==> config.mk <==
export PLATFORM = sky130hd
export DESIGN_NAME = pmc_mode_ctrl
export DESIGN_NICKNAME = d
export VERILOG_FILES = /design/src/rtl/pmc_pkg.sv /design/src/rtl/pmc_regs.sv /design/src/rtl/pmc_warmup.sv /design/src/rtl/pmc_fsm.sv /design/src/rtl/pmc_mode_ctrl.sv
export SDC_FILE = /design/constraint.sdc
export NUM_CORES = 1
export LEC_CHECK = 0
export CORE_ASPECT_RATIO = 0.7
export CORE_MARGIN = 2
export CORE_UTILIZATION = 55
export CTS_BUF_LIST = sky130_fd_sc_hd__clkbuf_4 sky130_fd_sc_hd__clkbuf_8
export DETAILED_ROUTE_END_ITERATION = 7
export GPL_TIMING_DRIVEN = 0
export PLACE_DENSITY = 0.8
export RECOVER_POWER = 100
export SYNTH_ARGS = -nofsm -noshare
export SYNTH_HDL_FRONTEND = slang
export SYNTH_SLANG_ARGS = --single-unit
==> constraint.sdc <==
create_clock -name clk -period 2.56 [get_ports clk]
set_input_delay 0.512 -clock clk [delete_from_list [all_inputs] [get_ports clk]]
set_output_delay 0.512 -clock clk [all_outputs]
set_load 0.01 [all_outputs]
==> src/rtl/pmc_pkg.sv <==
// Shared types for the power mode controller.
// Assumes a single clock domain; oscillator activity arrives as ticks.
package pmc_pkg;

    // Internal controller states
    typedef enum logic [2:0] {
        ST_RUN      = 3'd0,
        ST_HALT_CPU = 3'd1,
        ST_HALT_TG  = 3'd2,
        ST_STOP     = 3'd3,
        ST_WARM     = 3'd4
    } pmc_state_e;

    // Externally visible mode codes
    typedef enum logic [3:0] {
        MODE_NORMAL1 = 4'd0,
        MODE_NORMAL2 = 4'd1,
        MODE_SLOW1   = 4'd2,
        MODE_SLOW2   = 4'd3,
        MODE_IDLE0   = 4'd4,
        MODE_IDLE1   = 4'd5,
        MODE_IDLE2   = 4'd6,
        MODE_SLEEP0  = 4'd7,
        MODE_SLEEP1  = 4'd8,
        MODE_SLEEP2  = 4'd9,
        MODE_STOP    = 4'd10,
        MODE_WARM    = 4'd11
    } pmc_mode_e;

    // Register 0 contents, packed in bit order 7..2
    typedef struct packed {
        logic       stop;
        logic       lvl_wake;
        logic       ret_slow;
        logic       out_hold;
        logic [1:0] wut;
    } ctl0_t;

    // Register 1 contents, packed as bits 7,6,5,4,2
    typedef struct packed {
        logic fast_on;
        logic slow_on;
        logic slow_sel;
        logic cpu_halt;
        logic tg_halt;
    } ctl1_t;

endpackage

==> src/rtl/pmc_regs.sv <==
// Control register pair with write decoding and self-clearing bits.
// Writes are honoured only while the CPU runs (run_ok); clear and
// return events come from the mode FSM and never coincide with writes.
module pmc_regs
    import pmc_pkg::*;
(
    input  logic        clk,
    input  logic        rst_n,
    input  logic        wr_en,
    input  logic        sel,
    input  logic [7:0]  wr_data,
    input  logic        run_ok,
    input  logic        clr_stop,
    input  logic        clr_halt,
    input  logic        ret_normal,
    input  logic        ret_slow,
    output ctl0_t       c0,
    output ctl1_t       c1,
    output logic        err_sticky,
    output logic [7:0]  rd_data,
    output logic        go_stop,
    output logic        go_cpu_halt,
    output logic        go_tg_halt
);

    logic wr0, wr1, bad1;
    logic unused_low;

    // Decode write strobes and the illegal double-halt request
    always_comb begin
        wr0         = wr_en && run_ok && !sel;
        wr1         = wr_en && run_ok && sel;
        bad1        = wr1 && wr_data[4] && wr_data[2];
        go_stop     = wr0 && wr_data[7];
        go_cpu_halt = wr1 && !bad1 && wr_data[4];
        go_tg_halt  = wr1 && !bad1 && wr_data[2];
    end

    assign unused_low = ^wr_data[1:0];

    // Register storage, self-clears and return updates
    always_ff @(posedge clk) begin
        if (!rst_n) begin
            c0         <= '0;
            c1         <= '{fast_on: 1'b1, default: 1'b0};
            err_sticky <= 1'b0;
        end else begin
            if (wr0)
                c0 <= ctl0_t'(wr_data[7:2]);
            if (wr1 && !bad1)
                c1 <= ctl1_t'({wr_data[7:4], wr_data[2]});
            if (bad1)
                err_sticky <= 1'b1;
            if (clr_stop)
                c0.stop <= 1'b0;
            if (clr_halt) begin
                c1.cpu_halt <= 1'b0;
                c1.tg_halt  <= 1'b0;
            end
            if (ret_normal) begin
                c1.fast_on  <= 1'b1;
                c1.slow_sel <= 1'b0;
            end
            if (ret_slow) begin
                c1.slow_on  <= 1'b1;
                c1.slow_sel <= 1'b1;
            end
        end
    end

    // Read mux; undefined bits return 0
    always_comb begin
        if (sel)
            rd_data = {c1.fast_on, c1.slow_on, c1.slow_sel, c1.cpu_halt,
                       1'b0, c1.tg_halt, 2'b00};
        else
            rd_data = {c0, 2'b00};
    end

endmodule

==> src/rtl/pmc_warmup.sv <==
// Warm-up down-counter for STOP release. Loads the selected length on
// load and counts ticks of the target oscillator; expire pulses on the
// tick that ends the final count.
module pmc_warmup #(
    parameter int CNT_W     = 20,
    parameter int HF_EXP_A  = 16,
    parameter int HF_EXP_B  = 14,
    parameter int HF_EXP_C  = 10,
    parameter int LF_EXP_D  = 13,
    parameter int LF_EXP_E  = 6
) (
    input  logic       clk,
    input  logic       rst_n,
    input  logic       load,
    input  logic       to_slow,
    input  logic [1:0] wut,
    input  logic       hf_tick,
    input  logic       lf_tick,
    output logic       target_slow,
    output logic       expire
);

    localparam logic [CNT_W-1:0] HF_LEN0 = CNT_W'(3 << HF_EXP_A);
    localparam logic [CNT_W-1:0] HF_LEN1 = CNT_W'(1 << HF_EXP_A);
    localparam logic [CNT_W-1:0] HF_LEN2 = CNT_W'(3 << HF_EXP_B);
    localparam logic [CNT_W-1:0] HF_LEN3 = CNT_W'(1 << HF_EXP_C);
    localparam logic [CNT_W-1:0] LF_LEN0 = CNT_W'(3 << LF_EXP_D);
    localparam logic [CNT_W-1:0] LF_LEN1 = CNT_W'(1 << LF_EXP_D);
    localparam logic [CNT_W-1:0] LF_LEN2 = CNT_W'(3 << LF_EXP_E);
    localparam logic [CNT_W-1:0] LF_LEN3 = CNT_W'(1 << LF_EXP_E);
    localparam logic [CNT_W-1:0] ONE     = CNT_W'(1);

    logic [CNT_W-1:0] cnt, load_val;
    logic             tick;

    // Pick the warm-up length for the target clock
    always_comb begin
        case ({to_slow, wut})
            3'b000:  load_val = HF_LEN0;
            3'b001:  load_val = HF_LEN1;
            3'b010:  load_val = HF_LEN2;
            3'b011:  load_val = HF_LEN3;
            3'b100:  load_val = LF_LEN0;
            3'b101:  load_val = LF_LEN1;
            3'b110:  load_val = LF_LEN2;
            default: load_val = LF_LEN3;
        endcase
    end

    assign tick   = target_slow ? lf_tick : hf_tick;
    assign expire = tick && (cnt == ONE);

    // Counter and target latch
    always_ff @(posedge clk) begin
        if (!rst_n) begin
            cnt         <= '0;
            target_slow <= 1'b0;
        end else if (load) begin
            cnt         <= load_val;
            target_slow <= to_slow;
        end else if (tick && cnt != '0) begin
            cnt <= cnt - ONE;
        end
    end

endmodule

==> src/rtl/pmc_fsm.sv <==
// Operating-mode state machine. Takes decoded write events, the wake
// pin, the interrupt release and the warm-up expiry; issues the
// register self-clear and return events.
module pmc_fsm
    import pmc_pkg::*;
(
    input  logic       clk,
    input  logic       rst_n,
    input  logic       go_stop,
    input  logic       go_cpu_halt,
    input  logic       go_tg_halt,
    input  logic       lvl_wake,
    input  logic       ret_slow_sel,
    input  logic       wake_pin,
    input  logic       irq_release,
    input  logic       expire,
    input  logic       target_slow,
    output pmc_state_e state,
    output logic       start_warm,
    output logic       warm_to_slow,
    output logic       clr_stop,
    output logic       clr_halt,
    output logic       ret_normal,
    output logic       ret_slow
);

    pmc_state_e nxt;
    logic       wake_q, edge_rel, lvl_rel;

    assign edge_rel = !lvl_wake && wake_pin && !wake_q;
    assign lvl_rel  = lvl_wake && wake_pin;

    // Next-state and event decode
    always_comb begin
        nxt          = state;
        start_warm   = 1'b0;
        warm_to_slow = 1'b0;
        clr_stop     = 1'b0;
        clr_halt     = 1'b0;
        ret_normal   = 1'b0;
        ret_slow     = 1'b0;
        case (state)
            ST_RUN: begin
                if (go_stop)          nxt = ST_STOP;
                else if (go_cpu_halt) nxt = ST_HALT_CPU;
                else if (go_tg_halt)  nxt = ST_HALT_TG;
            end
            ST_HALT_CPU, ST_HALT_TG: begin
                if (irq_release) begin
                    nxt      = ST_RUN;
                    clr_halt = 1'b1;
                end
            end
            ST_STOP: begin
                if (edge_rel || lvl_rel) begin
                    nxt          = ST_WARM;
                    start_warm   = 1'b1;
                    warm_to_slow = lvl_rel && ret_slow_sel;
                    clr_stop     = 1'b1;
                end
            end
            ST_WARM: begin
                if (expire) begin
                    nxt        = ST_RUN;
                    ret_normal = !target_slow;
                    ret_slow   = target_slow;
                end
            end
            default: nxt = ST_RUN;
        endcase
    end

    // State and wake-pin history registers
    always_ff @(posedge clk) begin
        if (!rst_n) begin
            state  <= ST_RUN;
            wake_q <= 1'b0;
        end else begin
            state  <= nxt;
            wake_q <= wake_pin;
        end
    end

endmodule

==> src/rtl/pmc_mode_ctrl.sv <==
// Top of the power mode and clock controller. Joins registers, FSM and
// warm-up counter, and derives mode code, clock gates, oscillator
// enables, port high-Z and reset request from state and registers.
module pmc_mode_ctrl
    import pmc_pkg::*;
#(
    parameter int CNT_W    = 20,
    parameter int HF_EXP_A = 16,
    parameter int HF_EXP_B = 14,
    parameter int HF_EXP_C = 10,
    parameter int LF_EXP_D = 13,
    parameter int LF_EXP_E = 6
) (
    input  logic       clk,
    input  logic       rst_n,
    input  logic       reg_wr,
    input  logic       reg_sel,
    input  logic [7:0] reg_wdata,
    output logic [7:0] reg_rdata,
    input  logic       wake_pin,
    input  logic       irq_release,
    input  logic       hf_tick,
    input  logic       lf_tick,
    output logic       hf_osc_en,
    output logic       lf_osc_en,
    output logic       sysclk_sel,
    output logic       cpu_clk_en,
    output logic       periph_clk_en,
    output logic       tbt_clk_en,
    output logic       port_hiz,
    output logic       rst_req,
    output logic       cfg_err,
    output logic [3:0] mode
);

    ctl0_t      c0;
    ctl1_t      c1;
    pmc_state_e state;
    pmc_mode_e  mode_e;
    logic go_stop, go_cpu_halt, go_tg_halt;
    logic start_warm, warm_to_slow, clr_stop, clr_halt, ret_normal, ret_slow;
    logic expire, target_slow;
    logic unused_top;

    assign unused_top = ^{c0.stop, c1.cpu_halt, c1.tg_halt};

    pmc_regs u_regs (
        .clk(clk), .rst_n(rst_n), .wr_en(reg_wr), .sel(reg_sel),
        .wr_data(reg_wdata), .run_ok(state == ST_RUN),
        .clr_stop(clr_stop), .clr_halt(clr_halt),
        .ret_normal(ret_normal), .ret_slow(ret_slow),
        .c0(c0), .c1(c1), .err_sticky(cfg_err), .rd_data(reg_rdata),
        .go_stop(go_stop), .go_cpu_halt(go_cpu_halt), .go_tg_halt(go_tg_halt)
    );

    pmc_fsm u_fsm (
        .clk(clk), .rst_n(rst_n), .go_stop(go_stop),
        .go_cpu_halt(go_cpu_halt), .go_tg_halt(go_tg_halt),
        .lvl_wake(c0.lvl_wake), .ret_slow_sel(c0.ret_slow),
        .wake_pin(wake_pin), .irq_release(irq_release),
        .expire(expire), .target_slow(target_slow), .state(state),
        .start_warm(start_warm), .warm_to_slow(warm_to_slow),
        .clr_stop(clr_stop), .clr_halt(clr_halt),
        .ret_normal(ret_normal), .ret_slow(ret_slow)
    );

    pmc_warmup #(
        .CNT_W(CNT_W), .HF_EXP_A(HF_EXP_A), .HF_EXP_B(HF_EXP_B),
        .HF_EXP_C(HF_EXP_C), .LF_EXP_D(LF_EXP_D), .LF_EXP_E(LF_EXP_E)
    ) u_warm (
        .clk(clk), .rst_n(rst_n), .load(start_warm), .to_slow(warm_to_slow),
        .wut(c0.wut), .hf_tick(hf_tick), .lf_tick(lf_tick),
        .target_slow(target_slow), .expire(expire)
    );

    // Mode code from state and clock/oscillator settings
    always_comb begin
        case (state)
            ST_RUN:      mode_e = c1.slow_sel ? (c1.fast_on ? MODE_SLOW2 : MODE_SLOW1)
                                              : (c1.slow_on ? MODE_NORMAL2 : MODE_NORMAL1);
            ST_HALT_CPU: mode_e = c1.slow_sel ? (c1.fast_on ? MODE_SLEEP2 : MODE_SLEEP1)
                                              : (c1.slow_on ? MODE_IDLE2 : MODE_IDLE1);
            ST_HALT_TG:  mode_e = c1.slow_sel ? MODE_SLEEP0 : MODE_IDLE0;
            ST_STOP:     mode_e = MODE_STOP;
            default:     mode_e = MODE_WARM;
        endcase
    end

    assign mode = mode_e;

    // Clock gates, oscillator enables, port control, reset request
    always_comb begin
        cpu_clk_en    = (state == ST_RUN);
        periph_clk_en = (state == ST_RUN) || (state == ST_HALT_CPU);
        tbt_clk_en    = (state != ST_STOP) && (state != ST_WARM);
        case (state)
            ST_STOP: begin
                hf_osc_en = 1'b0;
                lf_osc_en = 1'b0;
            end
            ST_WARM: begin
                hf_osc_en = !target_slow;
                lf_osc_en = target_slow;
            end
            default: begin
                hf_osc_en = c1.fast_on;
                lf_osc_en = c1.slow_on;
            end
        endcase
        sysclk_sel = c1.slow_sel;
        port_hiz   = (state == ST_STOP) && !c0.out_hold;
        rst_req    = (!c1.fast_on && !c1.slow_on) ||
                     (!c1.fast_on && !c1.slow_sel) ||
                     (!c1.slow_on && c1.slow_sel);
    end

endmodule

## Word-level counts from Yosys, hierarchy flattened

Cells that the tools add are included.
Widths: inputs -> output; s select.

- Register bits: 37
- Bits of input ports: 16
- Output and inout port bits: 21
- Logic and storage cells: 113

- Add/subtract/negate cells: 1
- Equality and inequality tests: 17
- Mux-type cells: 35
- Bitwise gates (word level): 1
- Reduce and logical (&&, ||, !) cells: 44

Operators with widths:

| cell | number |
|---|---|
| $pmux 18 s7 | 1 |
| $mux 20 | 2 |
| $eq 20x1->1 const B | 1 |
| $logic_and 1x1->1 | 20 |
| $reduce_bool 20->1 | 1 |
| $sub 20x1->20 const B | 1 |
| $mux 3 | 6 |
| $pmux 4 s4 | 1 |
| $mux 1 | 15 |
| $eq 3x2->1 const B | 4 |
| $eq 3x3->1 const B | 4 |
| $pmux 3 s4 | 1 |
| $logic_not 1->1 | 9 |
| $mux 2 | 4 |
| $mux 4 | 2 |
| $mux 8 | 1 |
| $reduce_or 2->1 | 4 |
| $eq 3x1->1 const B | 2 |
| $logic_not 3->1 | 2 |
| $logic_or 1x1->1 | 4 |
| $ne 2x2->1 const B | 2 |
| $ne 4x4->1 const B | 1 |
| $pmux 1 s2 | 2 |
| $reduce_and 4->1 | 1 |
| other kinds (6) | 7 |

## Depth between registers and ports, before layout

- Word-level depth: 12
- Depth in mapped cells: 8
- Depth with buffers taken out: 7

## By module

From an unflattened synthesis, not the netlist that was laid out.

- Cell total of the unflattened synthesis: 280
- Area total of the unflattened synthesis: 2,337.2 um^2

By module, submodules not included:

| module | times used | cells each | area an instance (um^2) | seq. area each (um^2) |
|---|---|---|---|---|
| pmc_warmup | 1 | 150 | 1,257.5 | 420.4 |
| pmc_regs | 1 | 63 | 615.6 | 240.2 |
| pmc_fsm | 1 | 36 | 280.3 | 80.1 |
| pmc_mode_ctrl | 1 | 31 | 183.9 | 0.0 |

## Least setup slack after synthesis

Ideal clock, no wire load.

- Path kind: flip-flop to flip-flop
- Start: register u_warm.cnt[11]
- End: register u_warm.cnt[17]
- Setup time: 0.117 ns
- Arrival: 2.204 ns
- Data required time: 2.443 ns
- Setup slack: 0.239 ns
- Stages on the path, launching flop included: 7
- Path buffers: 1
- Period minus slack after synthesis: 2.321 ns
- Cell sequence: dfxtp_1 > or4_1 > buf_2 > or4bb_2 > o31ai_4 > nor2_1 > a32o_1

- Longest elaborated chain between the ends: 3
- Elaborated cells between the ends (all ways): 6
- Those cells by class: add/sub: 1; mux: 2; reduce/logical: 3

RTL lines:

| what | RTL line | source |
|---|---|---|
| start: declaration | pmc_warmup.sv:33 | `logic [CNT_W-1:0] cnt, load_val;` |
| start signal: assignment | pmc_warmup.sv:59 | `cnt <= load_val;` |
| start signal: assignment | pmc_warmup.sv:62 | `cnt <= cnt - ONE;` |
| $sub 20x1->20 or $reduce_bool 20->1 (tied branches) | pmc_warmup.sv:62, pmc_warmup.sv:61 |  |
| $mux 20 or $logic_and 1x1->1 (tied branches) | pmc_warmup.sv:61 | `end else if (tick && cnt != '0) begin` |
| $mux 20 or $reduce_bool 2->1 (tied branches) | n/a |  |

Parallel ways exist; a longest one is shown, timed or not. The select of a mux whose other input is x is not followed.
A chain may end at the register's enable or synchronous reset.

## Worst setup path in the final report

- Start: register u_warm.cnt[11]
- End: register u_warm.cnt[14]

Same word-level chain as after synthesis.

==> results.md <==
- Of the total synthesized cell area, the portion taken by full adders, half adders and majority gates is 0.0168.
- The maximum number of buffers from clock root to sink is 2.
- The number of I/O pins is 37.
- The CTS root buffer is clkbuf_8.
- Yosys mapped a number of flops with a built-in enable equal to 0.
- The post-synthesis share of cell area spent on xor and xnor gates is 0.0117.
- The multi-input logic area is 0.00139 sq mm.
- The total iterations of the first detailed-routing run is 5.
- The antenna cell count is 0.
- The run finished with clean final reports.
- The number of antenna violations at the first check in global routing is 0.
- The relative area change from synthesis to final layout is 24.8%.
- Across the run, the number of max-cap violations was 0.
- The via count of the first global-routing pass is approximately 1.9k.
- The number of clock sinks is 37.
- The number of DRC violations after detailed routing is 0.
- The fill cell total of the finished layout is 318.
- The register cell area after layout is 742 sq um.
- The cell depth of the worst flop-to-flop path is 8.
- In the routed layout, each cell is associated on average with a via count of ~6.
- Setup violations remaining at the end of the flow were counted as 0.
- The total leakage power is 1.09 nW.
- The port buffer count is 32.
- For the worst setup path, the data arrival time is 2.73 ns.
- Data on the critical path is required at its endpoint by 2.78 ns.
- The average instance in the mapped netlist occupies ~8 sq um.
- The maximum number of pins on one net before global-route repair is 13.
- In the synthesized netlist the async set-or-reset flop fraction comes to 0.
- Across all register-to-register paths, the minimum setup slack is 0.05 ns.
- Yosys attributes the largest share of cell area to dfxtp_1, a21oi_1, nor2_1, mux2i_1, o21ai_0.
- The share of Yosys cell area claimed by the top area cell type is 0.331.
- STA classifies the critical path endpoint as a flop.
- The simple-gate share of the synthesized area is 0.278.
- Setup repair after global routing could not meet its margin everywhere.
- Timing analysis after detailed placement gives a worst setup slack of -0.254 ns.
- The number of nets with antenna violations after detailed routing is 0.
- The proportion of layout cells with a drive suffix above 1 is 0.138.
- The worst setup path is launched from a flop.
- The initial standard-cell utilization of the core is 0.571.
- The worst hold path was traced through 2 stages.
- In this run, distinct cell masters in the synthesized netlist total 54.
- Based on the critical path, the design can be clocked at up to roughly 400 MHz.
- The hold violation count in the final report was 0.
- Buffers inserted during clock tree synthesis total 5.
- Hold timing on the final database bottoms out at a slack of roughly 0.47 ns.
- After synthesis the cells add up to roughly 0.0022 sq mm.
- In this run the worst setup path begins at u_warm.cnt[11]$_SDFFE_PN0P_.
- The capture endpoint of the worst hold path is u_regs.err_sticky$_SDFFE_PN0P_.
- The share of the core filled with cells is 0.713.
- The fraction of the mapped netlist area in compound gates is 0.236.
- The setup path with the least slack is of type reg -> reg.
- The final wirelength is 5780 um.
- The number of cell rows is 19.
- In this run the most critical hold path is launched from u_regs.err_sticky$_SDFFE_PN0P_.
- The wire length per cell is 15.6 um.
- At the end of the flow, the number of nets in the layout was 336.
- The CTS tree is yes.
- The worst register-to-register path ends at u_warm.cnt[14]$_SDFFE_PN0P_.
- In this run, the number of DRC markers left after iteration 0 of detailed routing was 217.
- Of all nets on the critical path, the largest fanout is 10.
- The worst slew slack as a fraction of its limit is 0.651.
- The measured slew at the worst slew-check pin is approximately 0.52 ns.
- The source of the worst register-to-register timing path is u_warm.cnt[11]$_SDFFE_PN0P_.
- The core area is just under 0.004 sq mm.
- Yosys printed 0 warnings.
- The max-slew violation total from the final report is 0.
- The power per standard cell area is 1140 mW/mm^2.
- The first global-routing pass estimated 9290 um of wire.
- The final setup skew is 0.00867 ns.
- After synthesis, the largest family of logic cells by area is simple AND/OR/NAND/NOR gates.
- The floorplan step set the die height to 57.4 um.
- Clock-pin slew was measured on the worst setup and hold paths at 0.08 ns.
- The primary flip-flop cell chosen by synthesis mapping is dfxtp_1.
- Counting flops and latches in the post-synthesis netlist gives 37.
- The path category of the worst min-delay check is reg -> reg.
- The final worst setup slack is around 0.052 ns.
- The chip width is about 80 um.
- The routability congestion estimate from global placement is a little over 0.9.
- In the finished design, the share of the clock period the worst path needs comes to 0.980.
- The sequential share of the synthesized area is 0.331.
- The total number of vias is 2258.
- The worst-case IR drop observed on VDD is just under 0.9 mV.
- After layout, the minimum clock period comes to 2.51 ns.
- For this run, the total global-route usage over all layers was measured as 0.264.
- At the later pin of the worst-skew pair, clock insertion delay measures 0.29 ns.
- Measured against the total synthesized area, the mux share comes to 0.0704.
- The die footprint is 0.00461 sq mm.
- The cell taking the most area after synthesis is dfxtp_1.
- Detailed placement ended at an HPWL of 4370 um.
- For this run the aggregate overflow at the end of global routing stands at 0.
- The count of H-tree levels built during CTS is 2.
- The gate count after technology mapping is 277.
## what timing repair did
action	in CTS	in global routing
hold buffers	0	0
gates resized for setup	6	11
setup buffers	0	3
pin swaps	0	4
setup endpoints to repair	7	25
endpoints found under the hold margin	0	0
## layout by cell type (no fill, tap or decap), types with 4 or more instances in the layout
cell	n
or3_2	4
buf_4	4
nand3_1	9
clkbuf_1	5
clkdlybuf4s50_1	27
nor3_1	9
nor2_1	25
o21ai_0	15
o31ai_1	4
nand2_1	16
or4_1	6
dfxtp_1	36
nor4_1	4
nand2b_1	4
a31oi_1	4
mux2i_1	9
mux2_2	6
or3_1	8
inv_1	11
clkbuf_8	7
a21oi_1	27
## cell usage after synthesis (all sizes together) (4+ instances only)
library cell  count
nand3             9
nor4              5
o31ai             6
nand2b            4
buf               5
nor3              9
mux2i             9
inv              11
or3              12
nor2             25
mux2              6
nand2            17
dfxtp            37
a31oi             4
or4              10
a21oi            27
or2               4
clkbuf           12
o21ai            16
## per-stage QoR
step,total power (W),cell area (sq um),TNS (ns),instances
after detailed placement,0.00252,2630,-1.05,362
after global routing,0.00342,2800,-0.164,370
after floorplan,0.00214,2240,0,278
final,0.00318,2800,0,370
after global placement,0.00250,2630,-0.999,362
after CTS,0.00307,2760,0,370
## cell type report
class	count	share of cell area
inverter	11	0.0148
sequential	37	0.265
timing repair buffer	35	0.124
clock inverter	2	0.0134
clock buffer	6	0.0295
tap	52	0.0233
multi-input combinational	213	0.497
buffer	14	0.0322
## flip-flops by register name, summed over array words and instances, names as in the netlist
name / flops
u_warm.cnt: 20
u_regs.c0: 6
u_fsm.wake_q: 1
u_warm.target_slow: 1
u_fsm.state: 3
u_regs.err_sticky: 1
u_regs.c1: 5
## where the power goes
group	total [W]	switching [W]	leakage [nW]	internal [W]
combinational	0.00172	0.000963	0.726	0.000761
sequential	0.000913	0.000172	0.303	0.000740
clock	0.000542	0.000225	0.0574	0.000317
total	0.00318	0.00136	1.09	0.00182
## worst max-delay path: stages, from the launching register on
cell and delay [ns]:
dfxtp_2 0.35, or4_1 0.50, buf_2 0.17, or3_1 0.36, buf_6 0.14, o31ai_4 0.39, buf_6 0.20, o311ai_0 0.14
a21oi_1 0.17
## layer usage
layer  global-route usage  routed length [um]  up-vias
li1                     -                   -     1114
met1                0.413                2910     1052
met2                0.346                2280       86
met3               0.0791                 538        6
met4               0.0726                  52        0
met5                    0                   0        -
## worst max path at each step
stage / endpoint / slack (ns) / depth (start not counted)
after detailed placement: reg_rdata[6] / -0.25 / 4
after global placement: reg_rdata[6] / -0.24 / 4
after CTS: lf_osc_en / 0.006 / 5
after floorplan: u_warm.cnt[17]$_SDFFE_PN0P_ / 0.24 / 6
final: u_warm.cnt[14]$_SDFFE_PN0P_ / 0.05 / 8
after global routing: u_warm.cnt[10]$_SDFFE_PN0P_ / -0.05 / 8
## kinds of logic (layout without fill, tap and decap cells)
kind of cell,Yosys count,in the layout
buf+inv,28,68
compound gates,78,78
xor+xnor,3,3
flops,37,37
other cells,1,2
simple gates,112,112
fa+ha+maj,3,3
mux,15,15
(Power assumes the default switching activity.)
